[config.mk]
export PLATFORM = sky130hd
export DESIGN_NAME = bmd_top
export DESIGN_NICKNAME = d
export VERILOG_FILES = /design/src/rtl/bmd_pkg.sv /design/src/rtl/bmd_sync.sv /design/src/rtl/bmd_capture.sv /design/src/rtl/bmd_gate.sv /design/src/rtl/bmd_top.sv
export SDC_FILE = /design/constraint.sdc
export NUM_CORES = 1
export LEC_CHECK = 0
export ABC_AREA = 1
export BUFFER_PORTS_ARGS = -buffer_cell sky130_fd_sc_hd__buf_2
export CAP_MARGIN = 20
export CORE_AREA = 2 2 39 41
export DETAILED_ROUTE_END_ITERATION = 8
export DIE_AREA = 0 0 41 43
export PLACE_DENSITY = 0.5
export SYNTH_ARGS = -nofsm -noshare
export SYNTH_HDL_FRONTEND = slang
export SYNTH_SLANG_ARGS = --single-unit
[constraint.sdc]
create_clock -name clk -period 1.3 [get_ports clk]
set_input_delay 0.065 -clock clk [delete_from_list [all_inputs] [get_ports clk]]
set_output_delay 0.065 -clock clk [all_outputs]
set_load 0.02 [all_outputs]
[src/rtl/bmd_pkg.sv]
package bmd_pkg;

    localparam int PAT_W = 3;

    typedef enum logic [1:0] {
        MODE_CONV = 2'b00,
        MODE_X66  = 2'b01,
        MODE_X133 = 2'b10,
        MODE_RSVD = 2'b11
    } bus_mode_e;

    typedef struct packed {
        bus_mode_e mode;
        logic      valid;
    } capture_t;

    // Pattern decode; reserved codes fall back to conventional.
    function automatic bus_mode_e decode_pattern(input logic [PAT_W-1:0] pat);
        bus_mode_e m;
        m = MODE_CONV;
        if (pat[2]) begin
            case (pat[1:0])
                2'b01:   m = MODE_X66;
                2'b10:   m = MODE_X133;
                default: m = MODE_CONV;
            endcase
        end
        return m;
    endfunction

    // Supported mode after optional forcing; encoding 11 maps to conventional.
    function automatic bus_mode_e resolve_support(input logic       en,
                                                  input logic [1:0] forced,
                                                  input logic [1:0] built);
        logic [1:0] sel;
        sel = en ? forced : built;
        if (sel == 2'b11) return MODE_CONV;
        return bus_mode_e'(sel);
    endfunction

endpackage

[src/rtl/bmd_sync.sv]
module bmd_sync #(
    parameter int STAGES = 2
) (
    input  logic clk,
    input  logic rst,
    input  logic d_i,
    output logic q_o
);

    logic [STAGES-1:0] chain;

    generate
        if (STAGES == 1) begin : g_single
            always_ff @(posedge clk) begin
                if (rst) chain <= 1'b1;
                else     chain <= d_i;
            end
        end else begin : g_multi
            always_ff @(posedge clk) begin
                if (rst) chain <= '1;
                else     chain <= {chain[STAGES-2:0], d_i};
            end
        end
    endgenerate

    assign q_o = chain[STAGES-1];

    // the synchronized reset only rises after the raw input was high
    a_r2_no_early_rise: assert property (@(posedge clk) disable iff (rst)
        $rose(q_o) |-> $past(d_i))
        else $error("a_r2_no_early_rise");

endmodule

[src/rtl/bmd_capture.sv]
module bmd_capture
    import bmd_pkg::*;
(
    input  logic             clk,
    input  logic             rst,
    input  logic             bus_rst_i,
    input  logic             usr_sync_i,
    input  logic [PAT_W-1:0] pat_i,
    output capture_t         cap_o
);

    capture_t  cap_q;
    logic      open_w;
    bus_mode_e dec_w;

    assign open_w = bus_rst_i & usr_sync_i;
    assign dec_w  = decode_pattern(pat_i);

    always_ff @(posedge clk) begin
        if (rst) begin
            cap_q.mode  <= MODE_CONV;
            cap_q.valid <= 1'b0;
        end else begin
            if (open_w) cap_q.mode <= dec_w;
            cap_q.valid <= ~usr_sync_i;
        end
    end

    assign cap_o = cap_q;

    // a closed capture keeps its mode
    a_r6_closed_hold: assert property (@(posedge clk) disable iff (rst)
        (!bus_rst_i || !usr_sync_i) |=> $stable(cap_o.mode))
        else $error("a_r6_closed_hold");

    // valid follows the closing of the capture by one clock
    a_r2_valid_after_close: assert property (@(posedge clk) disable iff (rst)
        $fell(usr_sync_i) |=> cap_o.valid)
        else $error("a_r2_valid_after_close");

    // reserved encoding never appears
    a_r3_no_reserved: assert property (@(posedge clk) disable iff (rst)
        cap_o.mode != MODE_RSVD)
        else $error("a_r3_no_reserved");

endmodule

[src/rtl/bmd_gate.sv]
module bmd_gate
    import bmd_pkg::*;
(
    input  logic      clk,
    input  logic      rst,
    input  logic      usr_sync_i,
    input  capture_t  cap_i,
    input  bus_mode_e sup_i,
    output logic      rtr_o,
    output logic      lrst_o
);

    assign rtr_o  = (cap_i.mode != sup_i);
    assign lrst_o = rst | usr_sync_i | rtr_o;

    // reset drives the gated local reset on the next edge
    a_r1_reset_gates: assert property (@(posedge clk)
        rst |=> lrst_o)
        else $error("a_r1_reset_gates");

    // a valid request keeps the device logic in reset
    a_r7_request_holds: assert property (@(posedge clk) disable iff (rst)
        (cap_i.valid && rtr_o) |-> lrst_o)
        else $error("a_r7_request_holds");

endmodule

[src/rtl/bmd_top.sv]
module bmd_top
    import bmd_pkg::*;
#(
    parameter logic [1:0] SUPPORTED   = 2'b10,
    parameter int         SYNC_STAGES = 2
) (
    input  logic       clk,
    input  logic       rst,
    input  logic       bus_rst_i,
    input  logic       usr_rst_i,
    input  logic [2:0] pat_i,
    input  logic       frc_en_i,
    input  logic [1:0] frc_mode_i,
    output logic [1:0] det_mode_o,
    output logic       rtr_o,
    output logic       vld_o,
    output logic       lrst_o
);

    logic      usr_sync;
    capture_t  cap;
    bus_mode_e sup;

    assign sup = resolve_support(frc_en_i, frc_mode_i, SUPPORTED);

    bmd_sync #(.STAGES(SYNC_STAGES)) u_sync (
        .clk (clk),
        .rst (rst),
        .d_i (usr_rst_i),
        .q_o (usr_sync)
    );

    bmd_capture u_cap (
        .clk        (clk),
        .rst        (rst),
        .bus_rst_i  (bus_rst_i),
        .usr_sync_i (usr_sync),
        .pat_i      (pat_i),
        .cap_o      (cap)
    );

    bmd_gate u_gate (
        .clk        (clk),
        .rst        (rst),
        .usr_sync_i (usr_sync),
        .cap_i      (cap),
        .sup_i      (sup),
        .rtr_o      (rtr_o),
        .lrst_o     (lrst_o)
    );

    assign det_mode_o = cap.mode;
    assign vld_o      = cap.valid;

    // once valid, the request does not move unless support inputs move
    a_r5_stable_when_valid: assert property (@(posedge clk) disable iff (rst)
        (vld_o && $past(vld_o) && $stable(frc_en_i) && $stable(frc_mode_i))
            |-> $stable(rtr_o))
        else $error("a_r5_stable_when_valid");

endmodule

==> reports/results.ini, run 1 <==
[run_status]
status = complete, no violations

[synth]
yosys-top-cells-area = dfxtp_1, inv_1, nand2_1
synth_seq_cells = 5
syn_nets = 44
syn_inst = 34
synth-edff-count = 0
synth-async-reset-ratio_pct = 0
synth_top_area_share_pct = 43.2
ys_types = 11
ys_seq_area_share_pct = 43.2
ys.flop_type = dfxtp_1
yosysWarnings = 0
syn_area_sq_um = 231
yosys.area.top_type = dfxtp_1
synthTopCellsByCount = inv_1, nand2_1, dfxtp_1
synth.avg_cell_area_sq_um = 6.81

[worst_setup_path]
r2r-end = u_cap.cap_o[2]$_SDFFE_PP0P_
critPathTopFamily = flip-flops
cpPeakStageDelay_ns = 0.34
path_common_cell = nand4_1
r2r_slack_ns = 0.60
end_kind = output pin
r2r_cells = 4
start_kind = flip-flop
crit_type = flip-flop to output pin
startpoint = u_cap.cap_o[1]$_SDFFE_PP0P_
required_ns = 1.24
cp_data_arrival_time_ns = 1.00
crit_path_top_delay_cell = dfxtp_1
cp_num_buf_inv = 1
crit_fanout = 3
crit_chain = nand4_1 -> nand2_1 -> nand4_1 -> buf_2
r2r-start = u_cap.cap_o[2]$_SDFFE_PP0P_

[finish]
area_growth_pct = 54.6
layout-drive-gt1-share_pct = 37.7
n_antenna_cell = 0
nNetsFinal = 64
fin_cells = 69
fin_area_sq_um = 358

[timing]
grt_setup_unrepaired = no
slew_headroom_pct = 87.1
skew_ns = 0.00665
max_freq_mhz = 937
tightest_slew_ns = 0.192
min_period_ns = 1.07
hold_violations = 0
period_share_pct = 82.1
final-setup-viol-count = 0
finalSetupTns_ns = 0
layout_setup_ws_ns = 0.233
drv_slew = 0

[drt]
drc = 0
dr.pass1.iters = 4
viasPerCell = 3.71
wl_per_cell_um = 6.97
vias = 256
ant_nets = 0
routed_wl_um = 481
drt-initial-drc-count = 1

[floorplan]
core.rowCount = 14
die_h_um = 43
coreArea_sq_um = 1380
io_pins = 15
start_util_pct = 16.7
die_area_sq_um = 1760
dieWidth_um = 41

[min_path]
hold_depth = 2
hold_start = rst
hold-path-endpoint = u_cap.cap_o[0]$_SDFF_PP0_
hold_path_class = input port to flip-flop

[placed_design]
placed_area_sq_um = 322
hpwlAfterDp_um = 413
pre_cts_slack_ns = 0.483
numPortBuffers = 14
globalplace.congestion = 0.676
dp_cells = 64

[power]
vdd_drop_max_uv = 543
p_leak_nw = 0.200
power_per_cell_area_nw_per_um2 = 1160

[clock_tree]
h-tree-depth = 1
clock-sinks = 5
path_clk_slew_ns = 0.05
cts_buffers = 3
clockBufferDepth = 2
postCtsSetupRepairBufs = 0
cts_tree = built
ctsResizeCount = 0
root_buffer = clkbuf_4
insertion_delay_ns = 0.24

[global_routing]
antenna_found_initial = 0
grt_pass1_vias = 236
grt_max_degree = 6
grt_pass1_wl_um = 855
grt_use_total_pct = 7.93
grt_overflow = 0

[job]
cap_viol_max_count = 0

[timing repair]
| action | in CTS | in global routing |
|---|---|---|
| hold buffers | 0 | 1 |
| endpoints found under the setup margin | 0 | 0 |
| endpoints found under the hold margin | 0 | 1 |
[power by group]
part           internal, mW  total, mW  switching [mW]
Sequential            0.162      0.166         0.00370
Clock                 0.116      0.179          0.0633
Combinational        0.0311     0.0719          0.0408
[cells in the final DEF, fill, tap and decap left out]
master | netlist | routed
or2_2 | 2 | 2
nand2_1 | 7 | 7
nor2_1 | 2 | 2
nor3_1 | 1 | 1
o21ai_1 | 2 | 2
a21oi_1 | 2 | 2
buf_2 | 0 | 14
dlygate4sd3_1 | 0 | 1
nand2_2 | 1 | 1
inv_1 | 7 | 7
dfxtp_1 | 5 | 5
clkbuf_1 | 0 | 1
nand3_1 | 3 | 3
nand4_1 | 2 | 2
clkbuf_4 | 0 | 3
[worst register-to-register path: stages (launching register included)]
cell	delay (ns)
dfxtp_1	0.34
inv_1	0.06
a21oi_1	0.13
o21ai_1	0.07
inv_1	0.05
[registers in the layout (all words and copies together) (netlist names)]
signal and flops:
u_cap.cap_o 3, u_sync.chain 2
[per-stage QoR]
stage	hold WS, ns	utilization, %	total power, mW
finish	0.0533	25.9	0.417
global route	0.0633	25.9	0.457
CTS	0.00218	25.1	0.427
detailed placement	0.254	23.2	0.239
global placement	0.249	23.2	0.238
floorplan	0.149	-	0.209
[layer usage]
| layer | wire length, um | GRT usage [%] | up-vias |
|---|---|---|---|
| met1 | 225 | 8.36 | 97 |
| met5 | 0 | 0 | - |
| met2 | 193 | 10.0 | 14 |
| li1 | - | - | 145 |
| met3 | 63 | 9.42 | 0 |
| met4 | 0 | 2.00 | 0 |
[worst max-delay path by stage]
stage	cells after the start	endpoint
5_1_grt	5	rtr_o
4_1_cts	4	lrst_o
3_3_place_gp	4	lrst_o
6_report	4	lrst_o
2_1_floorplan	3	lrst_o
3_5_place_dp	4	lrst_o
[kinds of logic (layout without fill, tap and decap cells)]
kind of cell,Yosys count,count (layout),synth area share (%)
buf+inv,7,26,11.4
compound gates,4,4,8.65
flops,5,5,43.2
simple gates,18,18,36.8
[final cells by class]
class	instances	area (sq um)
clock buffers	4	26.3
fillers	160	1030
inverters	7	26.3
multi-input cells	22	105
flip-flops and latches	5	100
well taps	16	20.0
repair buffers	15	80.1
No activity file was read; power rests on OpenSTA's default activity.
==> run 2: changes to the inputs <==
==> constraint.sdc (replaced) <==
create_clock -name clk -period 1.05 [get_ports clk]
set_input_delay 0.0525 -clock clk [delete_from_list [all_inputs] [get_ports clk]]
set_output_delay 0.0525 -clock clk [all_outputs]
set_load 0.02 [all_outputs]
==> run 2 against run 1 <==
Compared with the run above: worst setup slack worse by 0.22 ns; combinational power is 43% higher; die area did not move; clock skew barely moved; sequential share of layout area decreased by 1.3 points; sequential cell count did not move; largest power group unchanged.
==> reports/results.ini, run 2 (same netlist as run 1, synthesis figures left out) <==
[run_status]
status = complete, no violations  ; unchanged

[worst_setup_path]
r2r_cells = 4  ; unchanged
start_kind = flip-flop  ; unchanged
cp_data_arrival_time_ns = 0.99  ; was 1.00 ns
end_kind = output pin  ; unchanged
crit_type = flip-flop to output pin  ; unchanged
required_ns = 1.00  ; was 1.24 ns
crit_fanout = 3  ; unchanged

[timing]
drv_slew = 0  ; unchanged
skew_ns = 0.00637  ; was 0.00665 ns
slew_headroom_pct = 87.1  ; unchanged
min_period_ns = 1.04
tightest_slew_ns = 0.192  ; unchanged
period_share_pct = 98.9
max_freq_mhz = 963
final-setup-viol-count = 0  ; unchanged
hold_violations = 0  ; unchanged
finalSetupTns_ns = 0  ; unchanged
grt_setup_unrepaired = yes  ; was no

[finish]
nNetsFinal = 64  ; unchanged
fin_util_pct = 27.5  ; was 25.9%
largest_register_ffs = 3  ; unchanged
fin_area_sq_um = 380  ; was 358 sq um
fillers = 157  ; was 160
most-common-layout-cells = buf_2, inv_1, nand2_1  ; unchanged
area_growth_pct = 64.3  ; was 54.6%
n_antenna_cell = 0  ; unchanged
final_common_cell = buf_2  ; unchanged
layout-drive-gt1-share_pct = 47.2  ; was 37.7%

[global_routing]
grt_pass1_wl_um = 855  ; unchanged
grt_max_degree = 6  ; unchanged
grt_overflow = 0  ; unchanged
antenna_found_initial = 0  ; unchanged
grt_use_total_pct = 7.93  ; unchanged
grt_pass1_vias = 236  ; unchanged

[min_path]
hold_path_class = input port to flip-flop  ; unchanged
hold_depth = 2  ; unchanged

[drt]
route.top_layer_used = met3  ; unchanged
dr.pass1.iters = 4  ; unchanged
drt-initial-drc-count = 3  ; was 1
wl_met3_um = 67  ; was 63 um
vias = 263  ; was 256
ant_nets = 0  ; unchanged
wl_per_cell_um = 7.14  ; was 6.97 um
viasPerCell = 3.81  ; was 3.71
dr_wl_met2_um = 207  ; was 193 um
routed_wl_um = 493  ; was 481 um
drt-met1-wl_um = 218  ; was 225 um
drc = 0  ; unchanged

[job]
cap_viol_max_count = 0  ; unchanged

[floorplan]
io_pins = 15  ; unchanged
core.rowCount = 14  ; unchanged
die_h_um = 43  ; unchanged
start_util_pct = 16.7  ; unchanged
coreArea_sq_um = 1380  ; unchanged
die_area_sq_um = 1760  ; unchanged
dieWidth_um = 41  ; unchanged

[placed_design]
hpwlAfterDp_um = 412  ; was 413 um
numPortBuffers = 14  ; unchanged
placed_area_sq_um = 322  ; unchanged
globalplace.congestion = 0.676  ; about the same

[power]
p_leak_nw = 0.211  ; was 0.200 nW
vdd_drop_max_uv = 679  ; was 543 uV
power_per_cell_area_nw_per_um2 = 1390  ; was 1160 nW/um^2
finalPower_uw = 531  ; was 417 uW

[clock_tree]
postCtsSetupRepairBufs = 0  ; unchanged
clock-sinks = 5  ; unchanged
path_clk_slew_ns = 0.05  ; about the same
insertion_delay_ns = 0.24  ; about the same
root_buffer = clkbuf_4  ; unchanged
cts_buffers = 3  ; unchanged
cts_tree = built  ; unchanged
clockBufferDepth = 2  ; unchanged
h-tree-depth = 1  ; unchanged

-- run 2: area by class of cell --
cell class / count / area (sq um) / share of cell area, %
multi-input combinational: 22 / 118 / 30.9
sequential: 5 / 101 / 26.6
clock buffer: 4 / 26.3 / 6.91
tap: 16 / 20.0 / 5.26
inverter: 7 / 26.3 / 6.91
timing repair buffer: 15 / 88.8 / 23.4
-- run 2: timing repair --
action / in CTS / in global routing
hold buffers: 1 / 0
endpoints found under the hold margin: 1 / 0
gates cloned: 0 / 0
pin swaps: 0 / 2
endpoints found under the setup margin: 2 / 2
resized for setup: 1 / 7
-- run 2: worst paths after layout --
kind / from / slack [ns] / endpoint
max reg2reg: u_cap.cap_o[2]$_SDFFE_PP0P_ / 0.34 / u_cap.cap_o[2]$_SDFFE_PP0P_
max: u_cap.cap_o[1]$_SDFFE_PP0P_ / 0.01 / lrst_o
min reg2reg: u_sync.chain[0]$_SDFF_PP1_ / 0.40 / u_sync.chain[1]$_SDFF_PP1_
min: rst / 0.04 / u_cap.cap_o[0]$_SDFF_PP0_
-- run 2: metal layers --
metal  vias up  track usage, %
met1       103            8.36
met2        14            10.0
met4         0            2.00
met3         0            9.42
li1        146               -
met5         -               0
-- run 2: critical path: stages, from the launching register on --
cell,delay (ns)
dfxtp_2,0.34
nand4_1,0.09
nand2_2,0.09
nand4_1,0.07
buf_4,0.16
-- run 2: stage by stage --
stage | worst slack, ns | hold slack (ns) | cells
final | 0.0116 | 0.0414 | 69
after global routing | -0.0531 | 0.0505 | 69
after detailed placement | 0.247 | 0.241 | 64
after global placement | 0.255 | 0.237 | 64
after CTS | -0.00240 | 0.0429 | 69
after floorplan | 0.147 | 0.136 | 34
-- run 2: power breakdown --
part           internal, mW  switching (mW)  total [mW]
clock                 0.144          0.0777       0.221
combinational        0.0477          0.0555       0.103
sequential            0.201         0.00498       0.206
==> run 3: changes to the inputs <==
--- a/config.mk
+++ b/config.mk
@@ -8,10 +8,13 @@
 export ABC_AREA = 1
 export BUFFER_PORTS_ARGS = -buffer_cell sky130_fd_sc_hd__buf_2
 export CAP_MARGIN = 20
+export CELL_PAD_IN_SITES_DETAIL_PLACEMENT = 0
+export CELL_PAD_IN_SITES_GLOBAL_PLACEMENT = 1
 export CORE_AREA = 2 2 39 41
 export DETAILED_ROUTE_END_ITERATION = 8
 export DIE_AREA = 0 0 41 43
-export PLACE_DENSITY = 0.5
+export PLACE_DENSITY = 0.65
+export RECOVER_POWER = 25
 export SYNTH_ARGS = -nofsm -noshare
 export SYNTH_HDL_FRONTEND = slang
 export SYNTH_SLANG_ARGS = --single-unit
==> run 3 against run 2 <==
Compared with the run above: register-to-register slack is essentially flat; critical path depth unchanged; combinational power decreased by 5%; clock skew is 0.0045 ns lower; design area fell by 2.3%; global-route usage shrank 0.90 points; non-clock buffer count unchanged; maximum frequency is 1.5% higher; core utilization decreased by 0.63 points; die area unchanged.
==> reports/results.ini, run 3 (same netlist as run 1, synthesis figures left out) <==
[finish]
nNetsFinal = 64  ; unchanged
final_common_cell = buf_2  ; unchanged
fin_area_sq_um = 372  ; was 380 sq um
regArea_sq_um = 103  ; was 101 sq um
n_antenna_cell = 0  ; unchanged
most-common-layout-cells = buf_2, inv_1, nand2_1  ; unchanged
area_growth_pct = 60.5  ; was 64.3%
multi_input_area_sq_um = 108  ; was 118 sq um
fin_cells = 69  ; unchanged
largest_register_ffs = 3  ; unchanged
fillers = 154  ; was 157
layout-drive-gt1-share_pct = 45.3  ; was 47.2%

[drt]
dr.pass1.iters = 1  ; was 4
vias = 264  ; was 263
drt-initial-drc-count = 0  ; was 3
wl_per_cell_um = 6.74  ; was 7.14 um
ant_nets = 0  ; unchanged
routed_wl_um = 465  ; was 493 um
drc = 0  ; unchanged
viasPerCell = 3.83  ; was 3.81

[floorplan]
start_util_pct = 16.7  ; unchanged
core.rowCount = 14  ; unchanged
io_pins = 15  ; unchanged
die_h_um = 43  ; unchanged
dieWidth_um = 41  ; unchanged
die_area_sq_um = 1760  ; unchanged
coreArea_sq_um = 1380  ; unchanged

[worst_setup_path]
cp_data_arrival_time_ns = 0.97  ; was 0.99 ns
cpPeakStageDelay_ns = 0.33  ; was 0.34 ns
path_common_cell = nand4_1  ; unchanged
crit_path_top_delay_cell = dfxtp_2  ; unchanged
crit_type = flip-flop to output pin  ; unchanged
crit_chain = nand4_1 -> nand2_2 -> nand4_1 -> buf_4  ; unchanged
required_ns = 1.00  ; about the same
r2r-start = u_sync.chain[1]$_SDFF_PP1_  ; was u_cap.cap_o[2]$_SDFFE_PP0P_
startpoint = u_cap.cap_o[1]$_SDFFE_PP0P_  ; unchanged
end_kind = output pin  ; unchanged
crit_fanout = 3  ; unchanged
start_kind = flip-flop  ; unchanged

[placed_design]
numPortBuffers = 14  ; unchanged
pre_cts_slack_ns = 0.247  ; about the same
placed_area_sq_um = 322  ; unchanged
dp_cells = 64  ; unchanged
globalplace.congestion = 0.669  ; was 0.676
hpwlAfterDp_um = 398  ; was 412 um

[global_routing]
grt_pass1_vias = 223  ; was 236
grt_max_degree = 6  ; unchanged
grt_overflow = 0  ; unchanged
antenna_found_initial = 0  ; unchanged
grt_pass1_wl_um = 765  ; was 855 um
grt_use_total_pct = 7.04  ; was 7.93%

[timing]
tightest_slew_ns = 0.166  ; was 0.192 ns
skew_ns = 0.00184  ; was 0.00637 ns
grt_setup_unrepaired = yes  ; unchanged
final-setup-viol-count = 0  ; unchanged
whs_ns = 0.0492  ; was 0.0414 ns
drv_slew = 0  ; unchanged
period_share_pct = 97.4  ; was 98.9%
hold_violations = 0  ; unchanged
slew_headroom_pct = 88.8  ; was 87.1%
max_freq_mhz = 977  ; was 963 MHz
min_period_ns = 1.02  ; was 1.04 ns
layout_setup_ws_ns = 0.0268  ; was 0.0116 ns
finalSetupTns_ns = 0  ; unchanged

[job]
cap_viol_max_count = 0  ; unchanged

[clock_tree]
root_buffer = clkbuf_4  ; unchanged
cts_tree = built  ; unchanged
postCtsSetupRepairBufs = 0  ; unchanged
h-tree-depth = 1  ; unchanged
clock-sinks = 5  ; unchanged
path_clk_slew_ns = 0.04  ; was 0.05 ns
insertion_delay_ns = 0.24  ; about the same
cts_buffers = 3  ; unchanged
clockBufferDepth = 2  ; unchanged

[min_path]
hold_start = rst  ; unchanged
hold_path_class = input port to flip-flop  ; unchanged

[run_status]
status = complete, no violations  ; unchanged

[power]
vdd_drop_max_uv = 511  ; was 679 uV
p_leak_nw = 0.205  ; was 0.211 nW
power_per_cell_area_nw_per_um2 = 1410  ; was 1390 nW/um^2

-- run 3: cell count changes in the layout (fill, tap and decap cells not counted) --
cell / previous run / this run
dfxtp_1: 4 / 3
nand3_1: 1 / 3
dfxtp_2: 1 / 2
nand3_2: 2 / 0
-- run 3: routing by layer --
| layer | share of wire, % | GRT usage [%] | vias up |
|---|---|---|---|
| met2 | 45 | 9.38 | 12 |
| met4 | 0 | 6.00 | 0 |
| met3 | 10 | 4.71 | 0 |
| li1 | - | - | 146 |
| met1 | 45 | 7.10 | 106 |
| met5 | 0 | 0 | - |
-- run 3: stage by stage --
step           utilization [%]  total power [mW]
6_report                  26.9             0.525
5_1_grt                   26.9             0.569
4_1_cts                   25.9             0.528
3_5_place_dp              23.2             0.296
3_3_place_gp              23.2             0.296
2_1_floorplan                -             0.259
-- run 3: worst max-delay path, delay by kind of cell, from the launching register on --
family,cells,cell delay [ns]
buffers and inverters,1,0.16
AND/OR/NAND/NOR,3,0.24
flip-flops,1,0.33
-- run 3: repair_timing --
action	4_1_cts	5_1_grt
hold endpoints to repair	1	0
endpoints found under the setup margin	2	2
hold buffers	1	0
pin swaps	0	2
resized for setup	1	6
-- run 3: final cells by class --
class | count | area share, %
multi-input combinational | 22 | 29.0
inverter | 7 | 7.07
sequential | 5 | 27.6
tap | 16 | 5.39
clock buffer | 4 | 7.07
timing repair buffer | 15 | 23.9
-- run 3: report_power, final --
part	internal, mW	switching [mW]	total, mW	leakage, nW
sequential	0.201	0.00530	0.207	0.0420
combinational	0.0458	0.0521	0.0979	0.148
clock	0.144	0.0766	0.220	0.0150
total	0.391	0.134	0.525	0.205
-- run 3: path summary, 6_finish.rpt --
kind                                               endpoint  cells after the start  slack [ns]
worst max-delay path                                 lrst_o                      4        0.03
worst min-delay path              u_cap.cap_o[0]$_SDFF_PP0_                      2        0.05
worst max register to register  u_cap.cap_o[1]$_SDFFE_PP0P_                      4        0.35
worst min register to register   u_sync.chain[1]$_SDFF_PP1_                      1        0.40
